==> src/rtl/mdrop_pkg.sv <==
package mdrop_pkg;
  localparam int OVS      = 16;
  localparam int CODE_W   = 8;
  localparam int PAY_W    = CODE_W + 1;
  localparam int TXF_W    = PAY_W + 2;
  localparam int OVS_W    = $clog2(OVS);

  typedef enum logic [1:0] {RX_IDLE, RX_START, RX_BITS, RX_STOP} rx_state_e;

  typedef struct packed {
    logic              flag;
    logic [CODE_W-1:0] code;
  } frame_t;
endpackage

==> src/rtl/mdrop_baud_tick.sv <==
module mdrop_baud_tick #(
  parameter int CLK_DIV = 4
) (
  input  logic clk_i,
  input  logic rst_ni,
  output logic tick_o
);
  localparam int CW = (CLK_DIV > 1) ? $clog2(CLK_DIV) : 1;

  generate
    if (CLK_DIV <= 1) begin : g_pass
      assign tick_o = 1'b1;
    end else begin : g_div
      logic [CW-1:0] cnt_q;
      always_ff @(posedge clk_i or negedge rst_ni) begin
        if (!rst_ni)                        cnt_q <= '0;
        else if (cnt_q == CW'(CLK_DIV - 1)) cnt_q <= '0;
        else                                cnt_q <= cnt_q + 1'b1;
      end
      assign tick_o = (cnt_q == CW'(CLK_DIV - 1));
    end
  endgenerate
endmodule

==> src/rtl/mdrop_rx_frame.sv <==
module mdrop_rx_frame
  import mdrop_pkg::*;
(
  input  logic   clk_i,
  input  logic   rst_ni,
  input  logic   tick_i,
  input  logic   rxd_i,
  output logic   done_o,
  output logic   ferr_o,
  output frame_t frame_o
);
  logic [1:0]       sync_q;
  logic             rx_s;
  rx_state_e        st_q;
  logic [OVS_W-1:0] cnt_q;
  logic [3:0]       idx_q;
  logic [PAY_W-1:0] sr_q;

  assign rx_s    = sync_q[1];
  assign frame_o = frame_t'(sr_q);

  always_ff @(posedge clk_i or negedge rst_ni) begin
    if (!rst_ni) sync_q <= 2'b11;
    else         sync_q <= {sync_q[0], rxd_i};
  end

  always_ff @(posedge clk_i or negedge rst_ni) begin
    if (!rst_ni) begin
      st_q   <= RX_IDLE;
      cnt_q  <= '0;
      idx_q  <= '0;
      sr_q   <= '0;
      done_o <= 1'b0;
      ferr_o <= 1'b0;
    end else begin
      done_o <= 1'b0;
      if (tick_i) begin
        unique case (st_q)
          RX_IDLE: if (!rx_s) begin
            st_q  <= RX_START;
            cnt_q <= '0;
          end
          RX_START: begin
            if (cnt_q == OVS_W'(OVS/2 - 1)) begin
              cnt_q <= '0;
              idx_q <= '0;
              st_q  <= rx_s ? RX_IDLE : RX_BITS;  // glitch rejection
            end else cnt_q <= cnt_q + 1'b1;
          end
          RX_BITS: begin
            if (cnt_q == OVS_W'(OVS - 1)) begin
              cnt_q <= '0;
              sr_q  <= {rx_s, sr_q[PAY_W-1:1]};
              if (idx_q == 4'(PAY_W - 1)) st_q <= RX_STOP;
              else                        idx_q <= idx_q + 1'b1;
            end else cnt_q <= cnt_q + 1'b1;
          end
          RX_STOP: begin
            if (cnt_q == OVS_W'(OVS - 1)) begin
              cnt_q  <= '0;
              done_o <= 1'b1;
              ferr_o <= !rx_s;
              st_q   <= RX_IDLE;
            end else cnt_q <= cnt_q + 1'b1;
          end
          default: st_q <= RX_IDLE;
        endcase
      end
    end
  end
endmodule

==> src/rtl/mdrop_wake_filter.sv <==
module mdrop_wake_filter
  import mdrop_pkg::*;
(
  input  logic              clk_i,
  input  logic              rst_ni,
  input  logic              done_i,
  input  logic              ferr_i,
  input  frame_t            frame_i,
  input  logic [CODE_W-1:0] station_code_i,
  input  logic              wake_set_i,
  output logic [CODE_W-1:0] rx_data_o,
  output logic              rx_addr_o,
  output logic              rx_irq_o,
  output logic              frame_err_o,
  output logic              wake_o
);
  always_ff @(posedge clk_i or negedge rst_ni) begin
    if (!rst_ni) begin
      rx_data_o   <= '0;
      rx_addr_o   <= 1'b0;
      rx_irq_o    <= 1'b0;
      frame_err_o <= 1'b0;
      wake_o      <= 1'b1;
    end else begin
      rx_irq_o    <= 1'b0;
      frame_err_o <= 1'b0;
      if (done_i) begin
        if (ferr_i) begin
          frame_err_o <= 1'b1;
        end else if (frame_i.flag) begin
          if (frame_i.code == station_code_i) begin
            wake_o    <= 1'b0;
            rx_irq_o  <= 1'b1;
            rx_data_o <= frame_i.code;
            rx_addr_o <= 1'b1;
          end else begin
            wake_o    <= 1'b1;
          end
        end else if (!wake_o) begin
          rx_irq_o  <= 1'b1;
          rx_data_o <= frame_i.code;
          rx_addr_o <= 1'b0;
        end
      end else if (wake_set_i) begin
        wake_o <= 1'b1;
      end
    end
  end
endmodule

==> src/rtl/mdrop_tx_frame.sv <==
module mdrop_tx_frame
  import mdrop_pkg::*;
(
  input  logic              clk_i,
  input  logic              rst_ni,
  input  logic              tick_i,
  input  logic              load_i,
  input  logic [CODE_W-1:0] data_i,
  input  logic              flag_i,
  output logic              txd_o,
  output logic              busy_o
);
  logic [TXF_W-1:0] sr_q;
  logic [OVS_W-1:0] cnt_q;
  logic [3:0]       nb_q;

  always_ff @(posedge clk_i or negedge rst_ni) begin
    if (!rst_ni) begin
      sr_q   <= '1;
      cnt_q  <= '0;
      nb_q   <= '0;
      busy_o <= 1'b0;
    end else if (!busy_o) begin
      if (load_i) begin
        sr_q   <= {1'b1, flag_i, data_i, 1'b0};
        cnt_q  <= '0;
        nb_q   <= '0;
        busy_o <= 1'b1;
      end
    end else if (tick_i) begin
      if (cnt_q == OVS_W'(OVS - 1)) begin
        cnt_q <= '0;
        sr_q  <= {1'b1, sr_q[TXF_W-1:1]};
        if (nb_q == 4'(TXF_W - 1)) busy_o <= 1'b0;
        else                       nb_q   <= nb_q + 1'b1;
      end else cnt_q <= cnt_q + 1'b1;
    end
  end

  assign txd_o = busy_o ? sr_q[0] : 1'b1;
endmodule

==> src/rtl/mdrop_uart_slave.sv <==
module mdrop_uart_slave
  import mdrop_pkg::*;
#(
  parameter int CLK_DIV = 4
) (
  input  logic       clk_i,
  input  logic       rst_ni,
  input  logic [7:0] station_code_i,
  input  logic       wake_set_i,
  input  logic       rxd_i,
  output logic [7:0] rx_data_o,
  output logic       rx_addr_o,
  output logic       rx_irq_o,
  output logic       frame_err_o,
  output logic       wake_o,
  input  logic       tx_load_i,
  input  logic [7:0] tx_data_i,
  input  logic       tx_b8_i,
  output logic       txd_o,
  output logic       tx_busy_o
);
  logic   tick;
  logic   rx_done;
  logic   rx_ferr;
  frame_t rx_frame;

  mdrop_baud_tick #(.CLK_DIV(CLK_DIV)) u_tick (
    .clk_i (clk_i),
    .rst_ni(rst_ni),
    .tick_o(tick)
  );

  mdrop_rx_frame u_rx (
    .clk_i  (clk_i),
    .rst_ni (rst_ni),
    .tick_i (tick),
    .rxd_i  (rxd_i),
    .done_o (rx_done),
    .ferr_o (rx_ferr),
    .frame_o(rx_frame)
  );

  mdrop_wake_filter u_wake (
    .clk_i         (clk_i),
    .rst_ni        (rst_ni),
    .done_i        (rx_done),
    .ferr_i        (rx_ferr),
    .frame_i       (rx_frame),
    .station_code_i(station_code_i),
    .wake_set_i    (wake_set_i),
    .rx_data_o     (rx_data_o),
    .rx_addr_o     (rx_addr_o),
    .rx_irq_o      (rx_irq_o),
    .frame_err_o   (frame_err_o),
    .wake_o        (wake_o)
  );

  // only the selected station may answer
  mdrop_tx_frame u_tx (
    .clk_i (clk_i),
    .rst_ni(rst_ni),
    .tick_i(tick),
    .load_i(tx_load_i & ~wake_o),
    .data_i(tx_data_i),
    .flag_i(tx_b8_i),
    .txd_o (txd_o),
    .busy_o(tx_busy_o)
  );
endmodule

==> config.mk <==
export PLATFORM = sky130hd
export DESIGN_NAME = mdrop_uart_slave
export DESIGN_NICKNAME = d
export VERILOG_FILES = /design/src/rtl/mdrop_pkg.sv /design/src/rtl/mdrop_baud_tick.sv /design/src/rtl/mdrop_rx_frame.sv /design/src/rtl/mdrop_wake_filter.sv /design/src/rtl/mdrop_tx_frame.sv /design/src/rtl/mdrop_uart_slave.sv
export SDC_FILE = /design/constraint.sdc
export NUM_CORES = 1
export LEC_CHECK = 0
export BUFFER_PORTS_ARGS = -buffer_cell sky130_fd_sc_hd__buf_2
export CAP_MARGIN = 20
export CORE_ASPECT_RATIO = 2
export CORE_UTILIZATION = 55
export CTS_CLUSTER_DIAMETER = 50
export CTS_CLUSTER_SIZE = 10
export DETAILED_ROUTE_END_ITERATION = 10
export HOLD_SLACK_MARGIN = 0.06
export PLACE_DENSITY = 0.8
export SKIP_LAST_GASP = 1
export SYNTH_ARGS = -nofsm -noshare
export SYNTH_HDL_FRONTEND = slang
export SYNTH_SLANG_ARGS = --single-unit
==> constraint.sdc <==
create_clock -name clk_i -period 1.9 [get_ports clk_i]
set_input_delay 0.19 -clock clk_i [delete_from_list [all_inputs] [get_ports clk_i]]
set_output_delay 0.19 -clock clk_i [all_outputs]
set_load 0.005 [all_outputs]
# Word-level counts from Yosys, hierarchy flattened
# Index checks and enable logic that the tools add are counted.
# word_totals
wordCells,119
reg_bits,57
# op_classes
reduce_logical,16
n_mux,55
bitwise,3
eq_ne,23
addsub,5
# op_table
cell,count
$mux 4,14
$mux 11,4
$mux 1,24
$mux 8,3
$add 4x1->4 const B,4
$eq 4x4->1 const B,4
$ne 2x2->1 const B,8
$mux 2,7
$pmux 4 s3,1
$reduce_and 3->1,4
$ne 2x1->1 const B,5
$eq 8x8->1,1
$pmux 2 s4,1
$pmux 4 s2,1
$reduce_and 4->1,2
$eq 2x2->1 const B,3
$reduce_and 6->1,1
$reduce_bool 2->1,3
$reduce_and 5->1,1
$eq 4x3->1 const B,1
$reduce_and 2->1,2
$add 2x1->2 const B,1
$eq 2x1->1 const B,1
$logic_not 2->1,1
other kinds (4),5

# Depth between registers and ports, before layout
# Gate-level depths: netlist (run 1).
# depth
depth_word,5
mapped_depth,7

# Modules after synthesis
# A second synthesis (run 1) with hierarchy kept.
# unflattened
cells_unflattened,236
hier_area_um2,2880.3
# by_module_without_submodules
module,cells_per_inst,area_each_um2,instances
mdrop_rx_frame,95,1141.1,1
mdrop_tx_frame,94,1072.3,1
mdrop_wake_filter,42,586.8,1
mdrop_baud_tick,4,66.3,1
mdrop_uart_slave,1,13.8,1

# Worst setup path after synthesis (run 1)
# OpenSTA, ideal clock, no wires.
# synth_timing
path_kind,reg-to-reg
startpoint,register u_tick.g_div.cnt_q[0]
endpoint,"register u_rx.sr_q[0], in the netlist u_rx.frame_o[0]"
path_slack_ns,0.203
n_path_buf,2
synth_period_minus_slack_ns,1.697
arrival_ns,1.572
setup_ns,0.125
path_stages_with_launch,8
t_required_ns,1.775
path_cell_list,dfrtp_1 > ha_1 > buf_2 > and4_1 > buf_4 > nand2_1 > nor2_4 > mux2_2
# synth_via
elab_chain_cells,2
# synth_lines
item,line_no,rtl
"start, declared",mdrop_baud_tick.sv:14,logic [CW-1:0] cnt_q;
"start signal, assigned",mdrop_baud_tick.sv:18,else cnt_q <= cnt_q + 1'b1;
$eq 2x2->1,mdrop_baud_tick.sv:20,assign tick_o = (cnt_q == CW'(CLK_DIV - 1));
$reduce_and 3->1 (no source line),--,
"end signal, assigned",mdrop_rx_frame.sv:53,"sr_q <= {rx_s, sr_q[PAY_W-1:1]};"
"end, declared",mdrop_rx_frame.sv:17,logic [PAY_W-1:0] sr_q;
# No other way between the ends.
# A chain may end at the register's enable or synchronous reset.

# Worst setup path after layout (run 1)
# layout_timing
startpoint,register u_rx.cnt_q[0]
endpoint,"register u_rx.sr_q[4], in the netlist u_rx.frame_o[4]"
# layout_via
elab_chain_cells,2
# layout_lines
item,line_no,rtl
"start, declared",mdrop_rx_frame.sv:15,logic [OVS_W-1:0] cnt_q;
"start signal, assigned",mdrop_rx_frame.sv:48,end else cnt_q <= cnt_q + 1'b1;
"start signal, assigned",mdrop_rx_frame.sv:56,end else cnt_q <= cnt_q + 1'b1;
"start signal, assigned",mdrop_rx_frame.sv:64,end else cnt_q <= cnt_q + 1'b1;
$eq 4x4->1,mdrop_rx_frame.sv:51,if (cnt_q == OVS_W'(OVS - 1)) begin
$reduce_and 3->1 (no source line),--,
# No other way between the ends.

==> impl.org, run 1 <==
** Run status
- Status :: finished, final reports clean

** Cells and area
- The net count of the finished layout is 313.
- In the final layout, the multi-input gates occupy 1202 µm².
- The number of antenna diodes in the final layout is 0.
- The area growth from synthesis to layout is 15.19%.
- Sequential cell area in the final layout :: around 1400 µm²
- Number of fillers in the final layout :: 385
- In the final layout, the share of cells above drive strength 1 is 31.23%.

** Detailed routing
- Summing over every cut layer, the via total after detailed routing is 1909.
- Post-DR vias/cell :: around 5.6
- In this run, the number of DRC markers left after iteration 0 of detailed routing was 17.
- Summed over all layers, the routed wires come to around 5.1 mm.
- The first detailed-routing pass ran for 4 iterations.
- In the routed design, unresolved DRC markers number 0.
- Dividing the detail-routed wire length by the instance count gives 14.97 µm.
- Post-DRT Antenna Nets :: 0

** Power
- Switching fraction of total power :: 25.17%
- For this design the ratio of total power to cell area is 844.9 nW/µm².
- For this design the static power due to leakage is 1.487 nW.
- Share of power burned in the clock network :: 34.6%
- Summed over all nets, the switching power comes to 665.9 µW.
- In this run, the combinational gates consume 12.7% of the power.
- Per report_power, the sequential group accounts for 52.7% of the total.
- Max VDD drop :: 0.7156 mV
- Internal power comes to 1.980 mW.

** STA
- Clock skew on the completed layout was measured at 0.01387 ns.
- The number of pins exceeding their max-slew limit in the final report was 0.
- Period utilisation layout :: 91.94%
- # setup viols final :: 0
- Adding up every negative setup slack in the final design gives 0 ns.
- Final hold viol count :: 0
- Hold timing on the final database bottoms out at a slack of 0.1122 ns.
- Actual transition at the worst max-transition pin :: 0.5795 ns
- Post-layout min period :: 1.747 ns
- Derived from the worst setup path, the maximum achievable clock frequency is 572.4 MHz.
- In this run the tightest slew margin relative to its limit is 61.37%.
- RSZ-0062 raised after global routing :: false

** GRT
- The number of global-route vias before repair came to 1926.
- The first global-routing pass estimated 8.535 mm of wire.
- Across every metal layer, demand over resource in global routing totals roughly 22%.
- Maximum number of pins on one net before global-route repair :: 27
- The initial antenna violation count came to 0.
- Overflow left after global routing :: 0

** Synthesis
- Post-synth EDFFs :: 0
- After synthesis the cells add up to 2719 µm².
- Share of async-settable or async-resettable flops after synthesis :: 100.0%
- After synthesis the netlist holds a flip-flop and latch count of 56.
- Cell count after synthesis :: around 240
- Proportion of synthesized chip area in sequential cells :: a little over half
- Post-synthesis area per instance :: 11.19 µm²
- Post-Syn Nets :: 272
- For this run, the number of Yosys warnings is 0.
- Count of unique library cells instantiated by Yosys :: 46
- In the synthesized netlist the dominant register cell turns out to be sky130_fd_sc_hd__dfrtp_1.

** Critical path
- Data on the critical path arrives at its endpoint at 1.94 ns.
- Slowest cell on the critical path :: sky130_fd_sc_hd__dfrtp_1
- Depth of the worst register-to-register path :: 5
- The worst setup path is launched from a register.
- Data required, critical path :: roughly 2.1 ns
- Max stage delay on crit path :: around 0.4 ns
- Worst setup path class :: register to register
- Maximum fanout encountered on the critical timing path :: 9
- The worst setup path is captured at a register.
- Critical-path cell list :: ha_1 > and4_1 > nand2_1 > nor2_4 > mux2_2

** CTS
- TritonCTS built the clock tree.
- Clock Pin Slew Worst Setup and Hold Paths :: around 0.1 ns
- Number of buffers inserted during clock tree synthesis :: 5
- Number of gates resized after CTS :: 0
- Buffer cell driving the clock tree root :: sky130_fd_sc_hd__clkbuf_8
- Clock sinks :: 56
- Number of buffers added for setup after CTS :: 0
- In this run the deepest clock path goes through 2 buffers.
- For the worst-skew pair, the clock arrives at the later sink with an insertion delay of 0.31 ns.
- Number of H-tree levels :: 2

** Die
- After floorplanning, the core was divided into 35 placement rows.
- Pin placement for this block handled 36 I/O pins.
- Placeable core region :: 4686 µm²
- Once the floorplan was initialized, standard cells occupied 58.02% of the core.
- Die Wd :: 51.72 µm
- The die covers between 5000 and 6000 µm².
- Height of the die :: 101.4 µm

** Placement
- The wire-length estimate of the detail-placed layout is 3.875 mm.
- During placement, the flow inserted port buffers numbering 35.
- Routability-driven placement finished with a final weighted congestion of 0.8219.

** Hold path
- Number of cells traversed by the worst hold path :: 3
- The min-delay analysis places its worst path in the category input pin to register.

** Flow run
- Max-cap violations in this run came to 0.
## power groups by stage
stage | registers (mW) | logic [mW] | clock network, mW
CTS | 1.39 | 0.342 | 0.933
finish | 1.40 | 0.336 | 0.915
global placement | 1.41 | 0.325 | 0
floorplan | 1.35 | 0.262 | 0
global route | 1.41 | 0.385 | 0.976
detailed placement | 1.41 | 0.336 | 0
## what timing repair did
action                     in CTS  in global routing
hold buffers                    2                  0
setup endpoints to repair       0                  0
hold endpoints to repair       19                  0
## cell families (layout without fill, tap and decap cells)
logic type,Yosys count,count (layout),synth area share (%)
DFF,56,56,52.14
xor gates and xnor gates,11,11,3.543
AOI/OAI and AO/OA,49,49,11.55
and+or+nand+nor,71,71,13.62
adders and majority gates,7,7,3.221
buffers and inverters,21,63,3.635
muxes,28,28,12.29
## layout make-up
| class | instances | area share (%) |
|---|---|---|
| Sequential cell | 56 | 45.27 |
| Multi-Input combinational cell | 166 | 38.39 |
| Timing Repair Buffer | 45 | 8.550 |
| Clock buffer | 5 | 2.197 |
| Clock inverter | 3 | 2.197 |
| Tap cell | 55 | 2.197 |
| Inverter | 10 | 1.199 |
## synth_stat cells, types with 4 or more instances
library cell	number	area, µm²
sky130_fd_sc_hd__a21oi_1	18	90.09
sky130_fd_sc_hd__buf_2	4	20.02
sky130_fd_sc_hd__dfrtp_1	43	1076
sky130_fd_sc_hd__dfstp_2	13	341.6
sky130_fd_sc_hd__ha_1	7	87.58
sky130_fd_sc_hd__inv_1	10	37.54
sky130_fd_sc_hd__mux2_2	11	123.9
sky130_fd_sc_hd__mux2_4	8	120.1
sky130_fd_sc_hd__mux2i_1	9	90.09
sky130_fd_sc_hd__nand2_1	17	63.81
sky130_fd_sc_hd__nand2b_1	5	31.28
sky130_fd_sc_hd__nand3_1	9	45.04
sky130_fd_sc_hd__nor2_1	20	75.07
sky130_fd_sc_hd__o21ai_0	14	70.07
sky130_fd_sc_hd__xnor2_1	10	87.58
## layout by cell type, fill, tap and decap left out, types with 2 or more instances in the layout
cell type and count:
sky130_fd_sc_hd__xnor2_1 10, sky130_fd_sc_hd__nor2_1 20, sky130_fd_sc_hd__o21ai_0 14, sky130_fd_sc_hd__buf_4 7, sky130_fd_sc_hd__a22o_1 3, sky130_fd_sc_hd__bufinv_16 2, sky130_fd_sc_hd__a21oi_1 18, sky130_fd_sc_hd__o22ai_1 2
sky130_fd_sc_hd__and3b_1 3, sky130_fd_sc_hd__a22oi_1 3, sky130_fd_sc_hd__clkbuf_8 5, sky130_fd_sc_hd__nor3_1 2, sky130_fd_sc_hd__mux2i_1 9, sky130_fd_sc_hd__dlygate4sd3_1 2, sky130_fd_sc_hd__dfrtp_1 43, sky130_fd_sc_hd__nand4_1 3
sky130_fd_sc_hd__ha_1 7, sky130_fd_sc_hd__buf_2 35, sky130_fd_sc_hd__and3_1 2, sky130_fd_sc_hd__nand3_1 9, sky130_fd_sc_hd__mux2_2 11, sky130_fd_sc_hd__dfstp_2 13, sky130_fd_sc_hd__nand2b_1 5, sky130_fd_sc_hd__mux2_4 8
sky130_fd_sc_hd__nand2_1 17, sky130_fd_sc_hd__inv_1 10
## per-stage QoR
step	area, µm²	total power [mW]	instances	setup slack [ns]	utilization, %
finish	3132	2.646	340	0.1531	66.84
CTS	3132	2.670	340	0.1335	66.84
global route	3132	2.773	340	0.01233	66.84
detailed placement	2974	1.750	330	0.1658	63.47
floorplan	2719	1.614	243	0.2030	-
global placement	2974	1.736	330	0.2054	63.47
## routing by layer
metal / vias to the layer above / wire length (µm) / global-route usage [%]
li1: 929 / - / -
met1: 936 / 1871 / 21.82
met2: 36 / 3035 / 43.26
met3: 8 / 102 / 3.604
met4: 0 / 81 / 8.940
met5: - / 0 / 0
## worst paths after layout
check / slack, ns / start / endpoint
min: 0.11 / tx_b8_i / u_tx.sr_q[9]
min reg2reg: 0.36 / u_rx.sync_q[0] / u_rx.sync_q[1]
max: 0.15 / u_rx.cnt_q[0] / u_rx.frame_o[4]
max reg2reg: 0.15 / u_rx.cnt_q[0] / u_rx.frame_o[4]
max in group asynchronous: 0.92 / rst_ni / u_tx.sr_q[8]
min in group asynchronous: 0.36 / rst_ni / u_wake.rx_data_o[2]
## critical path, delay by kind of cell, from the launching register on
kind / cells / cell delay, ns
simple gates: 3 / 0.59
fa+ha+maj: 1 / 0.27
flops: 1 / 0.40
mux: 1 / 0.37
## flip-flops by register name (all words and copies together) (netlist names), 2 cells and up, named ones only
| signal | count |
|---|---|
| u_tx.sr_q | 10 |
| u_rx.frame_o | 9 |
| u_wake.rx_data_o | 8 |
| u_rx.cnt_q | 4 |
| u_rx.idx_q | 4 |
| u_tx.cnt_q | 4 |
| u_tx.nb_q | 4 |
| u_rx.sync_q | 2 |
| u_tick.g_div.cnt_q | 2 |
No activity file was read; power rests on OpenSTA's default activity.
==> run 2: changes to the inputs <==
==> constraint.sdc (replaced) <==
create_clock -name clk_i -period 1.93 [get_ports clk_i]
set_input_delay 0.193 -clock clk_i [delete_from_list [all_inputs] [get_ports clk_i]]
set_output_delay 0.193 -clock clk_i [all_outputs]
set_load 0.005 [all_outputs]
==> impl.org, run 2 (synthesis gave the netlist of run 1 again) <==
** Detailed routing
- The iteration count of the initial detailed-routing pass was 4 (unchanged).
- Number of vias in the routed layout :: 1903 (was 1909)
- The count of routing violations after the opening detailed-route iteration came to 11 (was 17).
- The total DRC errors in the routed layout was 0 (unchanged).
- Post-DRT Antenna Nets :: 0 (unchanged)
- The wire length per cell after detailed routing was 14.82 µm (was 14.97 µm).
- The number of vias per cell was 5.597 (was 5.615).
- Total routed wirelength :: 5.040 mm (was 5.091 mm)

** STA
- Max Fclk :: 576.8 MHz (was 572.4 MHz)
- The final cycle utilization of the critical path came to 89.83% (was 91.94%).
- Slew headroom :: 61.15% (was 61.37%)
- The number of pins exceeding their max-slew limit in the final report came to 0 (unchanged).
- Final hold viol count :: 0 (unchanged)
- The post-route worst hold slack came to 0.1170 ns (was 0.1122 ns).
- The maximum clock skew at final layout was 0.007853 ns (was 0.01387 ns).
- RSZ-0062 raised after global routing: false (unchanged).
- The final setup violation count came to 0 (unchanged).
- Post-layout min period :: 1.734 ns (was 1.747 ns)
- The total negative slack for setup checks is 0 ns (unchanged).
- The transition time at the pin with the least slew margin was 0.5828 ns (was 0.5795 ns).

** Die
- Number of rows in the core area :: 35 (unchanged)
- Height of the die :: 101.4 µm (unchanged)
- Starting density of the core :: 58.02% (unchanged)
- The core footprint came to 4686 µm² (unchanged).
- The total I/O pin count came to 36 (unchanged).
- The width of the die was 51.72 µm (unchanged).
- The die area was 5245 µm² (unchanged).

** Cells and area
- Number of antenna cells inserted :: 0 (unchanged)
- The most common cell after layout, fill and taps aside was sky130_fd_sc_hd__dfrtp_1 (unchanged).
- The register ranked first by flip-flop count is u_tx.sr_q (unchanged).
- Net total in the final layout :: 313 (unchanged)
- Number of flip-flops under the largest register name :: 10 (unchanged)
- The summed area of non-filler cells in the final layout came to 3092 µm² (was 3132 µm²).
- Commonest cells after routing, fill and taps aside: sky130_fd_sc_hd__dfrtp_1, sky130_fd_sc_hd__buf_2, sky130_fd_sc_hd__nor2_1 (unchanged).
- Area growth from synthesis to layout :: 13.71% (was 15.19%)
- The fraction of final layout cells with drive strength greater than 1 was 31.23% (unchanged).
- Finished Layout Cells :: 340 (unchanged)

** Critical path
- The nature of the critical path endpoint is a register (unchanged).
- CP arrival :: 1.93 ns (was 1.94 ns)
- Worst setup path class :: register to register (unchanged)
- Data required, critical path :: 2.13 ns (was 2.09 ns)
- Worst setup SP type :: register (unchanged)
- Maximum fanout encountered on the critical timing path :: 9 (unchanged)
- FF-to-FF setup slack :: 0.20 ns (was 0.15 ns)

** CTS
- The CTS H-tree depth was 2 (unchanged).
- Clock tree from TritonCTS :: done (unchanged)
- Number of buffers inserted during clock tree synthesis :: 5 (unchanged)
- The maximum buffer depth of the clock tree was 2 (unchanged).
- The clock-pin slew reported for the worst setup and hold paths after clock tree synthesis is 0.09 ns (was 0.10 ns).
- The insertion delay of the later-clocked pin in the worst-skew pair was 0.31 ns (about the same).
- Clock sinks :: 56 (unchanged)
- The post-cts resize count came to 0 (unchanged).
- The cell at the root of the clock tree was sky130_fd_sc_hd__clkbuf_8 (unchanged).

** Run status
- Status: finished, final reports clean (unchanged).

** GRT
- The layer with the highest usage is met2 (unchanged).
- Overflow left after global routing :: 0 (unchanged)
- The met2 usage in global routing is 42.66% (was 43.26%).
- The met3 global-route usage came to 3.303% (was 3.604%).
- The first-pass GRT wire length is 8.749 mm (was 8.535 mm).
- The initial antenna violation count is 0 (unchanged).
- The aggregate global-route resource usage is 22.53% (was 22.14%).
- The maximum number of pins on one net before global-route repair was 27 (unchanged).
- Number of global-route vias before repair :: 1991 (was 1926)
- The met1 global-route usage came to 22.88% (was 21.82%).

** Power
- Max VDD drop :: 0.5496 mV (was 0.7156 mV)
- The internal portion of total power came to 1.718 mW (was 1.980 mW).
- Sequential share of power :: 58.3% (was 52.7%)
- The combinational group share of total power is 14.0% (was 12.7%).
- Switching fraction of total power :: 27.01% (was 25.17%)
- Share of power burned in the clock network :: 27.7% (was 34.6%)
- Switching power :: 635.7 µW (was 665.9 µW)
- The power after layout came to 2.353 mW (was 2.646 mW).
- Leakage power of the design :: 1.461 nW (was 1.487 nW)
- Pwr dens :: 761.2 nW/µm² (was 844.9 nW/µm²)

** Placement
- The post-DP HPWL is 3.835 mm (was 3.875 mm).
- Final estimated routing congestion in global placement :: 0.8220 (was 0.8219)
- Post-Place Cell Area :: 2974 µm² (unchanged)
- Port-buffer cells :: 35 (unchanged)
- The placed instance count was 330 (unchanged).

** Hold path
- The class of the tightest hold or removal check is input pin to register (unchanged).

** Flow run
- The number of maximum-capacitance violations was 0 (unchanged).
run 2: cell count changes in the layout (fill, tap and decap cells not counted):
cell | before | now
sky130_fd_sc_hd__clkbuf_8 | 5 | 6
sky130_fd_sc_hd__clkinvlp_4 | 0 | 2
sky130_fd_sc_hd__bufinv_16 | 2 | 0
sky130_fd_sc_hd__inv_6 | 1 | 0
run 2: critical path: stages, from the launching register on:
cell and delay [ns]:
sky130_fd_sc_hd__dfrtp_1 0.41, sky130_fd_sc_hd__or4_4 0.54, sky130_fd_sc_hd__o31a_1 0.30, sky130_fd_sc_hd__mux2_4 0.37
run 2: area by class of cell:
type / count / area, µm²
tap: 55 / 68.82
timing repair buffer: 45 / 267.8
inverter: 10 / 37.54
sequential: 56 / 1418
multi-input combinational: 166 / 1202
clock buffer: 6 / 82.58
clock inverter: 2 / 15.01
fill: 403 / 1594
run 2: through the flow:
stage	util (%)	setup WS [ns]
after global routing	65.98	0.03815
after floorplan	-	0.2330
after global placement	63.47	0.2365
after detailed placement	63.47	0.1984
final	65.98	0.1963
after CTS	65.98	0.1873
run 2: worst paths after layout:
path                            cells past startpoint      startpoint                  end
worst min-delay path                                3         tx_b8_i         u_tx.sr_q[9]
worst max register to register                      3     u_rx.ferr_o  u_wake.rx_data_o[1]
worst min register to register                      0  u_rx.sync_q[0]       u_rx.sync_q[1]
max in group asynchronous                           3          rst_ni        u_wake.wake_o
worst max-delay path                                3     u_rx.ferr_o  u_wake.rx_data_o[1]
min in group asynchronous                           2          rst_ni  u_wake.rx_data_o[4]
run 2: power by group through the flow:
stage / Sequential [mW] / Combinational [mW] / Clock (mW)
after floorplan: 1.33 / 0.258 / 0
after global placement: 1.39 / 0.319 / 0
after detailed placement: 1.39 / 0.332 / 0
after CTS: 1.37 / 0.336 / 0.683
after global routing: 1.39 / 0.373 / 0.719
final: 1.37 / 0.330 / 0.652
run 2: layer usage:
| layer | vias up | part of all wire, % |
|---|---|---|
| met5 | - | 0 |
| met2 | 42 | 57 |
| met4 | 0 | 2.9 |
| met1 | 925 | 38 |
| met3 | 11 | 2.2 |
| li1 | 925 | - |
run 2: what timing repair did:
item	in CTS	in global routing
setup buffers	0	0
hold buffers	2	0
hold endpoints to repair	18	0
==> run 3: changes to the inputs <==
--- a/config.mk
+++ b/config.mk
@@ -7,11 +7,12 @@
 export LEC_CHECK = 0
 export BUFFER_PORTS_ARGS = -buffer_cell sky130_fd_sc_hd__buf_2
 export CAP_MARGIN = 20
-export CORE_ASPECT_RATIO = 2
+export CORE_ASPECT_RATIO = 0.75
 export CORE_UTILIZATION = 55
 export CTS_CLUSTER_DIAMETER = 50
 export CTS_CLUSTER_SIZE = 10
 export DETAILED_ROUTE_END_ITERATION = 10
+export GPL_TIMING_DRIVEN = 1
 export HOLD_SLACK_MARGIN = 0.06
 export PLACE_DENSITY = 0.8
 export SKIP_LAST_GASP = 1
==> impl.org, run 3 (synthesis gave the netlist of run 1 again) <==
** Die
- Die Wd :: 83.19 µm (was 51.72 µm)
- Number of rows in the core area :: 21 (was 35)
- Placeable core region :: 4598 µm² (was 4686 µm²)
- Starting density of the core :: 59.13% (was 58.02%)
- The total I/O pin count was 36 (unchanged).
- Height of the die :: 62.89 µm (was 101.4 µm)
- The die area is 5232 µm² (was 5245 µm²).

** STA
- The tightest slew margin relative to the limit was 54.79% (was 61.15%).
- Setup TNS after final layout :: 0 ns (unchanged)
- The transition time at the pin with the least slew margin was 0.6781 ns (was 0.5828 ns).
- The final critical delay including setup and external delays came to 1.764 ns (was 1.734 ns).
- # setup viols final :: 0 (unchanged)
- The fmax came to 567.0 MHz (was 576.8 MHz).
- RSZ-0062 raised after global routing: false (unchanged).
- Final setup skew :: 0.01174 ns (was 0.007853 ns)
- Final slew viol count :: 0 (unchanged)
- Minimum setup slack in the final design :: 0.1664 ns (was 0.1963 ns)
- Period utilisation layout :: 91.38% (was 89.83%)
- Final hold viol count :: 0 (unchanged)

** GRT
- First-pass GRT wire length :: 8.687 mm (was 8.749 mm)
- Number of global-route vias before repair :: 1896 (was 1991)
- Initial antenna violation count :: 0 (unchanged)
- Overflow left after global routing :: 0 (unchanged)
- Maximum number of pins on one net before global-route repair :: 57 (was 27)
- GR Util All Layers :: 21.18% (was 22.53%)

** Power
- Max VDD drop :: 0.7426 mV (was 0.5496 mV)
- Sequential share of power :: 53.3% (was 58.3%)
- The internal portion of total power is 1.880 mW (was 1.718 mW).
- Overall power consumption :: 2.570 mW (was 2.353 mW)
- The combinational group share of total power came to 12.4% (was 14.0%).
- Switching power :: 689.7 µW (was 635.7 µW)
- Switching fraction of total power :: 26.84% (was 27.01%)
- The total power divided by cell area came to 824.6 nW/µm² (was 761.2 nW/µm²).
- Leakage power of the design :: 1.480 nW (was 1.461 nW)
- The part of the total power dissipated in the clock network is 34.3% (was 27.7%).

** Detailed routing
- Total routed wirelength :: 5.006 mm (was 5.040 mm)
- The iteration count of the initial detailed-routing pass came to 4 (unchanged).
- The wire length per cell after detailed routing was 14.64 µm (was 14.82 µm).
- The number of vias per cell was 5.532 (was 5.597).
- The total DRC errors in the routed layout came to 0 (unchanged).
- The total via count in the routed design came to 1892 (was 1903).
- The residual antenna-violating net count after detailed routing is 0 (unchanged).
- Initial DRC Count :: 106 (was 11)

** CTS
- The insertion delay of the later-clocked pin in the worst-skew pair is 0.32 ns (was 0.31 ns).
- The clock tree from TritonCTS is done (unchanged).
- Clock sinks :: 56 (unchanged)
- The CTS H-tree depth was 2 (unchanged).
- Number of gates resized after CTS :: 0 (unchanged)
- CTS Buffer Depth :: 2 (unchanged)
- Buffer cell driving the clock tree root :: sky130_fd_sc_hd__clkbuf_8 (unchanged)
- The total clock buffers created by CTS was 5 (unchanged).
- The clock-pin slew reported for the worst setup and hold paths after clock tree synthesis came to 0.11 ns (was 0.09 ns).

** Cells and area
- Biggest register :: u_tx.sr_q (unchanged)
- Sequential cell area in the final layout :: 1418 µm² (unchanged)
- Number of antenna cells inserted :: 0 (unchanged)
- Area growth from synthesis to layout :: 14.63% (was 13.71%)
- The area of the multi-input gates is 1202 µm² (unchanged).
- Utilization after layout :: 67.78% (was 65.98%)
- The fraction of final layout cells with drive strength greater than 1 is 31.23% (unchanged).
- Commonest cells after routing, fill and taps aside: sky130_fd_sc_hd__dfrtp_1, sky130_fd_sc_hd__buf_2, sky130_fd_sc_hd__nor2_1 (unchanged).
- The most common cell after layout, fill and taps aside was sky130_fd_sc_hd__dfrtp_1 (unchanged).
- Finished Layout Cells :: 342 (was 340)
- The number of nets in the layout is 313 (unchanged).
- The number of inserted filler cells in the final layout came to 349 (was 403).
- The number of flip-flops in the largest register came to 10 (unchanged).

** Critical path
- Worst setup startpoint :: u_tick.g_div.cnt_q[0] (was u_rx.ferr_o)
- The slack of the worst reg-to-reg path was 0.17 ns (was 0.20 ns).
- Worst path buffer plus inverter count :: 0 (unchanged)
- Depth of the worst register-to-register path :: 5 (was 3)
- The highest-delay cell along the critical path is sky130_fd_sc_hd__dfrtp_1 (was sky130_fd_sc_hd__or4_4).
- The worst-path maximum fanout came to 9 (unchanged).
- The count of cell instances traversed by the critical path was 5 (was 3).
- Worst setup SP type :: register (unchanged)
- Reg2reg end :: u_rx.frame_o[8] (was u_wake.rx_data_o[1])
- The type of the setup path with the least slack is register to register (unchanged).
- Critical path capture point :: u_rx.frame_o[8] (was u_wake.rx_data_o[1])
- Critical-path cell list: ha_1 > and4_1 > nand2_1 > nor2_4 > mux2_2 (was or4_4 > o31a_1 > mux2_4).
- Crit path capture type :: register (unchanged)
- The data required time at the worst endpoint came to 2.14 ns (was 2.13 ns).
- The largest stage delay on the critical path came to 0.38 ns (was 0.54 ns).
- The category of cells accounting for the largest share of critical-path delay was simple AND/OR/NAND/NOR gates (unchanged).
- The source of the worst register-to-register timing path is u_tick.g_div.cnt_q[0] (was u_rx.ferr_o).
- The arrival time at the worst endpoint is 1.97 ns (was 1.93 ns).

** Run status
- Status :: finished, final reports clean (unchanged)

** Hold path
- Worst min-delay path class :: input pin to register (unchanged)

** Placement
- Place WS :: 0.2227 ns (was 0.1984 ns)
- The post-DP HPWL is 3.479 mm (was 3.835 mm).
- The port buffer count was 35 (unchanged).
- The routability congestion estimate from global placement is 0.7954 (was 0.8220).
- Placed Instances :: 332 (was 330)

** Flow run
- The number of maximum-capacitance violations came to 0 (unchanged).
[run 3: layout make-up]
cell class / count / share of cell area, %
clock buffers: 6 / 3.011
clock inverters: 2 / 1.244
inverters: 10 / 1.204
multi-input cells: 166 / 38.58
flip-flops and latches: 56 / 45.48
well taps: 57 / 2.288
repair buffers: 45 / 8.189
[run 3: worst reg2reg max path, stage by stage (launching register included)]
cell and delay, ns:
sky130_fd_sc_hd__dfrtp_1 0.38, sky130_fd_sc_hd__ha_1 0.28, sky130_fd_sc_hd__and4_1 0.25, sky130_fd_sc_hd__nand2_1 0.09
sky130_fd_sc_hd__nor2_4 0.26, sky130_fd_sc_hd__mux2_2 0.38
[run 3: through the flow]
stage	cell area, µm²	hold slack (ns)
floorplan	2719	-0.1026
global placement	2964	0.2978
detailed placement	2964	0.3003
CTS	3117	0.1044
global route	3117	0.1607
finish	3117	0.1020
[run 3: timing repair]
item / CTS / global route
hold buffers: 2 / 0
endpoints found under the setup margin: 0 / 0
setup buffers: 0 / 0
endpoints found under the hold margin: 44 / 0
[run 3: worst min-delay path by stage]
stage	from	end	depth (start not counted)
6_report	tx_b8_i	u_tx.sr_q[9]	3
4_1_cts	tx_b8_i	u_tx.sr_q[9]	3
3_3_place_gp	rxd_i	u_rx.sync_q[0]	1
2_1_floorplan	rst_ni	asynchronous set/reset pin	0
5_1_grt	tx_b8_i	u_tx.sr_q[9]	3
3_5_place_dp	rxd_i	u_rx.sync_q[0]	1
[run 3: layer usage]
layer  vias up  GRT usage, %  part of all wire, %
li1        932             -                    -
met1       919         29.63                   48
met2        36         32.38                   47
met3         5         4.359                  4.4
met4         0         8.621                  1.1
met5         -             0                    0
[run 3: power groups by stage]
stage / sequential [mW] / clock, mW / combinational (mW)
floorplan: 1.33 / 0 / 0.258
global placement: 1.38 / 0 / 0.297
detailed placement: 1.39 / 0 / 0.313
CTS: 1.37 / 0.889 / 0.325
global route: 1.39 / 0.937 / 0.365
finish: 1.37 / 0.883 / 0.318
